==> config.mk <==
export PLATFORM = sky130hd
export DESIGN_NAME = i2cs_slave_rx
export DESIGN_NICKNAME = d
export VERILOG_FILES = /design/src/rtl/i2cs_pkg.sv /design/src/rtl/i2cs_bus_cond.sv /design/src/rtl/i2cs_shifter.sv /design/src/rtl/i2cs_irq.sv /design/src/rtl/i2cs_slave_rx.sv
export SDC_FILE = /design/constraint.sdc
export NUM_CORES = 1
export LEC_CHECK = 0
export ABC_AREA = 1
export BUFFER_PORTS_ARGS = -buffer_cell sky130_fd_sc_hd__buf_2
export CORE_ASPECT_RATIO = 1.1
export CORE_MARGIN = 2
export CORE_UTILIZATION = 41
export DETAILED_ROUTE_END_ITERATION = 8
export HOLD_SLACK_MARGIN = 0.03
export SLEW_MARGIN = 10
export SYNTH_ARGS = -nofsm -noshare
export SYNTH_HDL_FRONTEND = slang
export SYNTH_SLANG_ARGS = --single-unit
==> constraint.sdc <==
create_clock -name clk_i -period 1.8 [get_ports clk_i]
set_clock_uncertainty 0.1 [all_clocks]
set_input_delay 0.36 -clock clk_i [delete_from_list [all_inputs] [get_ports clk_i]]
set_output_delay 0.36 -clock clk_i [all_outputs]
set_load 0.02 [all_outputs]
==> src/rtl/i2cs_pkg.sv <==
package i2cs_pkg;
  localparam int STAT_W   = 8;
  localparam int LSB_ZERO = 3;
  localparam int CODE_W   = STAT_W - LSB_ZERO;

  localparam logic [STAT_W-1:0] CODE_IDLE     = 8'hF8;
  localparam logic [STAT_W-1:0] CODE_BUS_ERR  = 8'h00;
  localparam logic [STAT_W-1:0] CODE_OWN_W    = 8'h60;
  localparam logic [STAT_W-1:0] CODE_GC_W     = 8'h70;
  localparam logic [STAT_W-1:0] CODE_OWN_DATA = 8'h80;
  localparam logic [STAT_W-1:0] CODE_GC_DATA  = 8'h90;
  localparam logic [STAT_W-1:0] CODE_STOP_RS  = 8'hA0;

  typedef enum logic [2:0] {
    ST_IDLE,
    ST_ADDR,
    ST_ADDR_ACK,
    ST_DATA,
    ST_DATA_ACK,
    ST_SKIP
  } rx_state_e;
endpackage

==> src/rtl/i2cs_bus_cond.sv <==
module i2cs_bus_cond (
  input  logic clk_i,
  input  logic rst_ni,
  input  logic scl_i,
  input  logic sda_i,
  output logic scl_rise_o,
  output logic scl_fall_o,
  output logic start_o,
  output logic stop_o
);
  logic scl_q, sda_q;

  always_ff @(posedge clk_i or negedge rst_ni) begin
    if (!rst_ni) begin
      scl_q <= 1'b1;
      sda_q <= 1'b1;
    end else begin
      scl_q <= scl_i;
      sda_q <= sda_i;
    end
  end

  assign scl_rise_o = scl_i & ~scl_q;
  assign scl_fall_o = ~scl_i & scl_q;
  // SDA edge while SCL stays high
  assign start_o    = scl_i & scl_q & sda_q & ~sda_i;
  assign stop_o     = scl_i & scl_q & ~sda_q & sda_i;
endmodule

==> src/rtl/i2cs_shifter.sv <==
module i2cs_shifter #(
  parameter int BYTE_W = 8,
  localparam int CNT_W = $clog2(BYTE_W + 1)
) (
  input  logic              clk_i,
  input  logic              rst_ni,
  input  logic              clr_i,
  input  logic              shift_i,
  input  logic              bit_i,
  output logic [BYTE_W-1:0] byte_o,
  output logic [CNT_W-1:0]  cnt_o,
  output logic              full_o
);
  logic [BYTE_W-1:0] sh_q;
  logic [CNT_W-1:0]  cnt_q;

  always_ff @(posedge clk_i or negedge rst_ni) begin
    if (!rst_ni) begin
      sh_q  <= '0;
      cnt_q <= '0;
    end else if (clr_i) begin
      cnt_q <= '0;
    end else if (shift_i && !full_o) begin
      sh_q  <= {sh_q[BYTE_W-2:0], bit_i};
      cnt_q <= cnt_q + CNT_W'(1);
    end
  end

  assign byte_o = sh_q;
  assign cnt_o  = cnt_q;
  assign full_o = (cnt_q == CNT_W'(BYTE_W));
endmodule

==> src/rtl/i2cs_irq.sv <==
module i2cs_irq
  import i2cs_pkg::*;
(
  input  logic              clk_i,
  input  logic              rst_ni,
  input  logic              set_i,
  input  logic              clr_i,
  input  logic              stretch_i,
  input  logic [CODE_W-1:0] code_i,
  output logic              si_o,
  output logic              stretch_o,
  output logic [CODE_W-1:0] code_o
);
  localparam logic [CODE_W-1:0] IDLE_C = CODE_IDLE[STAT_W-1:LSB_ZERO];

  logic si_q, si_prev_q, stretch_q;
  logic [CODE_W-1:0] code_q;

  always_ff @(posedge clk_i or negedge rst_ni) begin
    if (!rst_ni) begin
      si_q      <= 1'b0;
      si_prev_q <= 1'b0;
      stretch_q <= 1'b0;
      code_q    <= IDLE_C;
    end else begin
      si_prev_q <= si_q;
      if (set_i) begin
        si_q      <= 1'b1;
        stretch_q <= stretch_i;
        code_q    <= code_i;
      end else begin
        if (clr_i) begin
          si_q      <= 1'b0;
          stretch_q <= 1'b0;
        end
        // keep old code one cycle past the clear
        if (si_prev_q && !si_q) code_q <= IDLE_C;
      end
    end
  end

  assign si_o      = si_q;
  assign stretch_o = stretch_q;
  assign code_o    = code_q;
endmodule

==> src/rtl/i2cs_slave_rx.sv <==
module i2cs_slave_rx
  import i2cs_pkg::*;
#(
  parameter int ADDR_W = 7,
  localparam int BYTE_W = ADDR_W + 1,
  localparam int CNT_W  = $clog2(BYTE_W + 1)
) (
  input  logic              clk_i,
  input  logic              rst_ni,
  input  logic              scl_i,
  input  logic              sda_i,
  input  logic              master_mode_i,
  input  logic [BYTE_W-1:0] addr_reg_i,
  input  logic              si_clr_i,
  output logic              si_o,
  output logic [STAT_W-1:0] status_o,
  output logic [BYTE_W-1:0] data_o,
  output logic              scl_low_o,
  output logic              sda_low_o
);
  logic scl_rise, scl_fall, start_c, stop_c;
  logic sh_clr, sh_en, full;
  logic [BYTE_W-1:0] rx_byte;
  logic [CNT_W-1:0]  cnt;

  rx_state_e st_q, st_d;
  logic gc_q, gc_d, sda_q, sda_d;
  logic [BYTE_W-1:0] data_q, data_d;
  logic set, stretch;
  logic [STAT_W-1:0] code;
  logic [CODE_W-1:0] code_q;
  logic stretch_q;

  i2cs_bus_cond u_cond (
    .clk_i, .rst_ni, .scl_i, .sda_i,
    .scl_rise_o(scl_rise), .scl_fall_o(scl_fall),
    .start_o(start_c), .stop_o(stop_c)
  );

  i2cs_shifter #(.BYTE_W(BYTE_W)) u_shift (
    .clk_i, .rst_ni, .clr_i(sh_clr), .shift_i(sh_en), .bit_i(sda_i),
    .byte_o(rx_byte), .cnt_o(cnt), .full_o(full)
  );

  i2cs_irq u_irq (
    .clk_i, .rst_ni, .set_i(set), .clr_i(si_clr_i), .stretch_i(stretch),
    .code_i(code[STAT_W-1:LSB_ZERO]),
    .si_o, .stretch_o(stretch_q), .code_o(code_q)
  );

  logic gc_hit, own_hit, framed, legal;
  assign gc_hit  = addr_reg_i[0] && (rx_byte == '0);
  assign own_hit = (rx_byte[BYTE_W-1:1] == addr_reg_i[BYTE_W-1:1]) && !rx_byte[0];
  assign framed  = st_q inside {ST_ADDR, ST_ADDR_ACK, ST_DATA, ST_DATA_ACK};
  // condition allowed only within first bit period of a byte
  assign legal   = (st_q inside {ST_ADDR, ST_DATA}) && (cnt <= CNT_W'(1));

  always_comb begin
    st_d    = st_q;
    gc_d    = gc_q;
    sda_d   = sda_q;
    data_d  = data_q;
    set     = 1'b0;
    stretch = 1'b0;
    code    = CODE_IDLE;
    sh_clr  = 1'b0;
    sh_en   = 1'b0;
    if (master_mode_i) begin
      st_d  = ST_IDLE;
      sda_d = 1'b0;
    end else if ((start_c || stop_c) && framed && !legal) begin
      set   = 1'b1;
      code  = CODE_BUS_ERR;
      st_d  = ST_IDLE;
      sda_d = 1'b0;
    end else if (start_c) begin
      if (st_q == ST_DATA) begin
        set  = 1'b1;
        code = CODE_STOP_RS;
      end
      st_d   = ST_ADDR;
      sh_clr = 1'b1;
    end else if (stop_c) begin
      if (st_q == ST_DATA) begin
        set  = 1'b1;
        code = CODE_STOP_RS;
      end
      st_d = ST_IDLE;
    end else begin
      unique case (st_q)
        ST_ADDR: begin
          if (scl_rise) sh_en = 1'b1;
          else if (scl_fall && full) begin
            if (gc_hit || own_hit) begin
              st_d   = ST_ADDR_ACK;
              sda_d  = 1'b1;
              data_d = rx_byte;
              gc_d   = gc_hit;
            end else begin
              st_d = ST_SKIP;
            end
          end
        end
        ST_DATA: begin
          if (scl_rise) sh_en = 1'b1;
          else if (scl_fall && full) begin
            st_d   = ST_DATA_ACK;
            sda_d  = 1'b1;
            data_d = rx_byte;
          end
        end
        ST_ADDR_ACK, ST_DATA_ACK: begin
          if (scl_fall) begin
            sda_d   = 1'b0;
            set     = 1'b1;
            stretch = 1'b1;
            sh_clr  = 1'b1;
            st_d    = ST_DATA;
            if (st_q == ST_ADDR_ACK) code = gc_q ? CODE_GC_W : CODE_OWN_W;
            else                     code = gc_q ? CODE_GC_DATA : CODE_OWN_DATA;
          end
        end
        default: ;
      endcase
    end
  end

  always_ff @(posedge clk_i or negedge rst_ni) begin
    if (!rst_ni) begin
      st_q   <= ST_IDLE;
      gc_q   <= 1'b0;
      sda_q  <= 1'b0;
      data_q <= '0;
    end else begin
      st_q   <= st_d;
      gc_q   <= gc_d;
      sda_q  <= sda_d;
      data_q <= data_d;
    end
  end

  assign status_o  = {code_q, {LSB_ZERO{1'b0}}};
  assign data_o    = data_q;
  assign sda_low_o = sda_q;
  assign scl_low_o = si_o & stretch_q;
endmodule

# Word level (Yosys, flattened, before mapping)
# Index checks and enable logic that the tools add are counted.
word_totals:
  regBits: 35
  elab_cells: 150
  out_inout_bits: 19
  input_bits: 14
classes:
  magnitude_cmp: 1
  reduce_logical: 29
  eq_ne: 24
  bitwise_logic: 18
  mux: 65
  addsub: 1
ops:
  columns: ["operator", "count"]
  rows:
  - ["8-bit two-way mux", 12]
  - ["1-bit two-way mux", 33]
  - ["3-bit two-way mux", 10]
  - ["5-bit two-way mux", 4]
  - ["8-bit case mux with 2 select lines", 1]
  - ["4-bit by 2-bit inequality test with 1-bit output, second input constant", 3]
  - ["6-bit by 4-bit inequality test with 1-bit output, second input constant", 2]
  - ["6-bit by 5-bit inequality test with 1-bit output, second input constant", 2]
  - ["1-bit NOT", 10]
  - ["10-bit AND reduction", 1]
  - ["3-bit case mux with 3 select lines", 1]
  - ["9-bit AND reduction", 1]
  - ["1-bit AND", 8]
  - ["1-bit logical AND", 8]
  - ["8-bit logical NOT", 1]
  - ["4-bit two-way mux", 2]
  - ["4-bit by 3-bit inequality test with 1-bit output, second input constant", 2]
  - ["8-bit AND reduction", 1]
  - ["2-bit nonzero test", 4]
  - ["7-bit == test", 1]
  - ["7-bit two-way mux", 1]
  - ["7-bit nonzero test", 1]
  - ["3-bit by 2-bit == test with 1-bit output, second input constant", 2]
  - ["2-bit by 1-bit inequality test with 1-bit output, second input constant", 3]
  - ["17 further kinds", 24]

# Logic depth before layout (Yosys ltp)
logic_depth:
  depth_word: 11
  depth_mapped: 13
  mapped_depth_nobuf: 13

# Cells and area by module
# Synthesis repeated with hierarchy kept, for this count alone.
unflattened:
  hier_cells: 290
  area_unflattened_um2: 2133.3
by_module_without_submodules:
  columns: ["module", "cells_each", "area_each_um2", "n_inst"]
  rows:
  - ["i2cs_slave_rx", 169, 1086.0, 1]
  - ["i2cs_shifter", 65, 585.6, 1]
  - ["i2cs_irq", 43, 367.9, 1]
  - ["i2cs_bus_cond", 13, 93.8, 1]

# Least setup slack after synthesis
# OpenSTA, ideal clock, no wires.
synth_path:
  kind: "register to register"
  from: "register u_shift.cnt_q[0], in the netlist u_shift.cnt_o[0]"
  to: "register data_q[5], in the netlist data_o[5]"
  path_buffers: 1
  period_less_slack_ns: 1.672
  arrival_ns: 1.454
  path_stages_with_launch: 11
  path_slack_ns: 0.128
  required_ns: 1.582
  setup_time_ns: 0.118
  path_cell_list: "dfrtp_1 > inv_1 > ha_1 > nand2_1 > nor2_1 > nand2_1 > nor2_2 > nand3_2 > buf_6 > nand2_1 > o21ai_2"
synth_between:
  elab_chain_cells: 6
  word_cells_on_any_way: 10
  classes_between: "order compare: 1; eq/ne: 3; bitwise: 1; reduce/logical: 5"
synth_rtl:
  columns: ["element", "line_no", "rtl"]
  rows:
  - ["start, declared", "i2cs_shifter.sv:15", "logic [CNT_W-1:0] cnt_q;"]
  - ["start signal, assigned", "i2cs_shifter.sv:25", "cnt_q <= cnt_q + CNT_W'(1);"]
  - ["4-bit by 1-bit less-or-equal comparator with 1-bit output", "i2cs_slave_rx.sv:56", "assign legal = (st_q inside {ST_ADDR, ST_DATA}) && (cnt <= CNT_W'(1));"]
  - ["1-bit logical AND", "i2cs_slave_rx.sv:56", null]
  - ["1-bit logical NOT", "i2cs_slave_rx.sv:71", "end else if ((start_c || stop_c) && framed && !legal) begin"]
  - ["1-bit logical AND", "i2cs_slave_rx.sv:71", null]
  - ["1-bit NOT (no source line)", null, null]
  - ["10-bit AND reduction (no source line) *", null, null]
  - ["end signal, assigned", "i2cs_slave_rx.sv:138", "data_q <= data_d;"]
  - ["end, declared", "i2cs_slave_rx.sv:28", "logic [BYTE_W-1:0] data_q, data_d;"]
# Every way passes the cells marked *; elsewhere a longest branch is shown, timed or not.
# A chain may end at the register's enable or synchronous reset.

# Final worst setup path
layout_path:
  from: "register st_q[0]"
  to: "register u_shift.cnt_q[1], in the netlist u_shift.cnt_o[1]"
layout_between:
  elab_chain_cells: 9
  word_cells_on_any_way: 25
  classes_between: "eq/ne: 4; mux: 11; reduce/logical: 10"
layout_rtl:
  columns: ["element", "line_no", "rtl"]
  rows:
  - ["start, declared", "i2cs_slave_rx.sv:26", "rx_state_e st_q, st_d;"]
  - ["start signal, assigned", "i2cs_slave_rx.sv:135", "st_q <= st_d;"]
  - ["3-bit by 1-bit == test with 1-bit output or 3-bit by 2-bit == test with 1-bit output (tied branches)", "i2cs_slave_rx.sv:54, i2cs_slave_rx.sv:56, i2cs_slave_rx.sv:90", null]
  - ["2-bit OR reduction (no source line) or 2-bit nonzero test (tied branches)", null, null]
  - ["1-bit two-way mux or 1-bit logical AND (tied branches)", null, null]
  - ["1-bit two-way mux or 1-bit logical NOT (tied branches)", "i2cs_slave_rx.sv:83, i2cs_slave_rx.sv:71", null]
  - ["1-bit two-way mux or 1-bit logical AND (tied branches)", "i2cs_slave_rx.sv:76, i2cs_slave_rx.sv:71", null]
  - ["1-bit two-way mux", "i2cs_slave_rx.sv:71", null]
  - ["1-bit two-way mux", "i2cs_slave_rx.sv:68", "if (master_mode_i) begin"]
  - ["1-bit logical AND", "i2cs_shifter.sv:23", "end else if (shift_i && !full_o) begin"]
  - ["2-bit nonzero test (no source line)", null, null]
# Several ways; a longest one is shown, not always the timed one.

==> results.toml <==
[critical_path]
r2r_cells = 10
crit_arrival_ns = 1.77
critPathRequiredTime_ns = 1.88
rr_startpoint = "st_q[0]"
r2r_end = "u_shift.cnt_o[1]"
critPathMaxFanout = 5
ff2ff_setup_slack_ns = 0.11
cp-end-kind = "flip-flop"
worst-setup-path-type = "flip-flop to flip-flop"
critPathLaunchType = "flip-flop"

[min_path]
hp-start = "sda_i"
worst_hold_path.num_cells = 1
hold_path_class = "input pin to flip-flop"
min_delay_worst_endpoint = "u_cond.sda_q"

[timing]
min_period_ns = 1.690
fmax_ghz = 0.5916
finalSetupViolations = 0
min_period_over_period_pct = 93.90
final-hold-violation-count = 0
final_max_slew_viol_count = 0
fin_ws_ns = 0.1098

[synth]
ys_seq_area_share_pct = 45.15
synth_top_family_by_area = "simple AND/OR/NAND/NOR gates"
ys_ff_latch = 35
ys_warn_count = 0
synth_xor_area_share_pct = 0.4470
yosysMostFrequentCell = "nand2_1"
ys_types = 31
yosys.area.top_type = "dfrtp_1"
ys_top_cells_by_area = "dfrtp_1, nand2_1, dfstp_2, inv_1, o21ai_0"
ys.flop_type = "dfrtp_1"
synth_common_cells = "nand2_1, inv_1, dfrtp_1"
syn_area_per_cell_um2 = 7.684
syn-cell-area_um2 = 1959
synth-compound-area-share_pct = 10.34
synth-edff-count = 0
synth-simple-area-share_pct = 31.55
synthMuxAreaShare_pct = 0
yosys.area_share.adder_pct = 1.916
synth_cells = 255
synth_top_area_share_pct = 35.76
async_reset_ff_share_pct = 100.0

[floorplanning]
core_area_um2 = 4619
die_x_um = 69.91
ioPinCount = 33
die-height_um = 76.51
initial_core_util_pct = 42.42
die_area_um2 = 5348
num_rows = 26

[place]
port_buffers = 29
gp_congestion = 0.8562
dpl.hpwl_mm = 2.936
place_ws_ns = 0.05717

[power]
power.density_nw_per_um2 = 1479
p_sw_share_pct = 41.56
ir_drop_v = 0.0005970
clock_power_share_pct = 19.6
p_int_mw = 2.107
p_switching_mw = 1.498
comb_power_share_pct = 42.6
p_seq_share_pct = 37.7
totalPowerFinal_mw = 3.605
power_leakage_nw = 1.308

[detailed_routing]
wl_per_cell_um = 11.28
vias = 1683
drt_iter0_drc = 54
ant_nets = 0
viasPerCell = 4.714
drt_pass1_iterations = 4
wl_mm = 4.026
route.detailed.drc = 0

[run_status]
outcome = "completed"

[clock_network]
cts_tree = "done"
h-tree-depth = 2
insertion_delay_ns = 0.28
clock-root-buffer = "clkbuf_8"
cts.sinks = 35
numCtsBuffers = 5
clockBufferDepth = 2
path_clk_slew_ns = 0.07

[grt]
antenna_found_initial = 0
grt_pass1_wl_mm = 6.969
grt_usage_pct = 16.07
grt_pass1_vias = 1631
grt_max_degree = 36
use_met1_pct = 19.23
use_met3_pct = 4.233
use_met2_pct = 27.90
overflow = 0
grt_busiest_layer = "met2"

[layout]
nets = 317
diodes = 0
drive_gt1_share_pct = 33.22
area_delta_synth_final_pct = 24.39

[run]
drv_cap = 0
[worst max-delay path, stage by stage, from the launching register on]
cell     delay (ns)
dfrtp_2        0.44
inv_1          0.09
nand3_1        0.13
nand2_2        0.11
inv_1          0.08
nor2_4         0.16
inv_1          0.12
a21oi_4        0.17
nor2_1         0.07
nand2_1        0.06
nand2_1        0.04
[cells by family after synthesis]
family,Yosys count
AOI/OAI and AO/OA,31
xor gates and xnor gates,1
adders and majority gates,3
buffers and inverters,48
DFF,35
other,1
and+or+nand+nor,136
[routing by layer]
layer | part of all wire [%] | vias up | wire length [µm]
li1 | - | 872 | -
met1 | 44 | 786 | 1775
met2 | 51 | 20 | 2069
met3 | 3.6 | 5 | 143
met4 | 0.94 | 0 | 38
met5 | 0 | - | 0
[state kept, by name (all words and copies together) (netlist names)]
signal           count
u_irq.si_o           1
data_o               8
u_cond.scl_q         1
u_irq.si_prev_q      1
u_irq.code_o         5
u_cond.sda_q         1
sda_low_o            1
u_shift.cnt_o        4
st_q                 3
u_irq.stretch_o      1
gc_q                 1
u_shift.byte_o       8
[cell usage in the layout, fill, tap and decap left out, types with 5 or more instances in the layout]
master / count
buf_2: 29
inv_2: 8
o21ai_2: 8
nand2_1: 83
inv_1: 33
dfstp_2: 7
nand2_2: 5
clkbuf_8: 5
dfrtp_1: 26
nand3_1: 9
o21ai_0: 15
nor2_1: 16
buf_4: 10
nand3_2: 6
[layout make-up]
cell class	count	area, µm²
Clock inverter	3	43.79
Fill cell	483	2182
Timing Repair Buffer	42	261.5
Clock buffer	5	68.82
Sequential cell	35	887.1
Multi-Input combinational cell	174	948.4
Tap cell	56	70.07
Inverter	42	157.7
[repair_timing]
item / 4_1_cts / 5_1_grt
gates resized for setup: 0 / 21
endpoints found under the setup margin: 0 / 19
hold buffers: 1 / 0
buffers inserted: 0 / 5
hold endpoints to repair: 28 / 0
[power by group through the flow]
stage	sequential, mW	clock, mW	combinational, mW
2_1_floorplan	1.49	0	0.857
3_3_place_gp	1.36	0	1.37
3_5_place_dp	1.37	0	1.39
4_1_cts	1.35	0.733	1.39
5_1_grt	1.41	0.765	1.75
6_report	1.36	0.708	1.54
[metrics by stage]
stage | cells | utilization, % | area, µm² | setup TNS, ns | hold slack, ns
floorplan | 257 | - | 1967 | 0 | -0.03559
global placement | 343 | 47.64 | 2201 | 0 | 0.3065
detailed placement | 343 | 47.64 | 2201 | 0 | 0.3127
CTS | 352 | 50.30 | 2323 | 0 | 0.09933
global route | 357 | 52.76 | 2437 | -0.01500 | 0.09966
finish | 357 | 52.76 | 2437 | 0 | 0.1041
[how the worst max path moves through the flow]
stage	start	end	slack, ns	cells after the start
finish	st_q[0]	u_shift.cnt_o[1]	0.11	10
global route	st_q[0]	u_shift.cnt_o[0]	-0.01	10
CTS	u_cond.scl_q	u_shift.cnt_o[1]	0.04	9
detailed placement	u_cond.scl_q	u_shift.cnt_o[1]	0.06	9
global placement	u_cond.scl_q	u_shift.cnt_o[1]	0.06	9
floorplan	u_shift.cnt_o[0]	data_o[5]	0.13	10
Power figures use the tool's default switching activity.
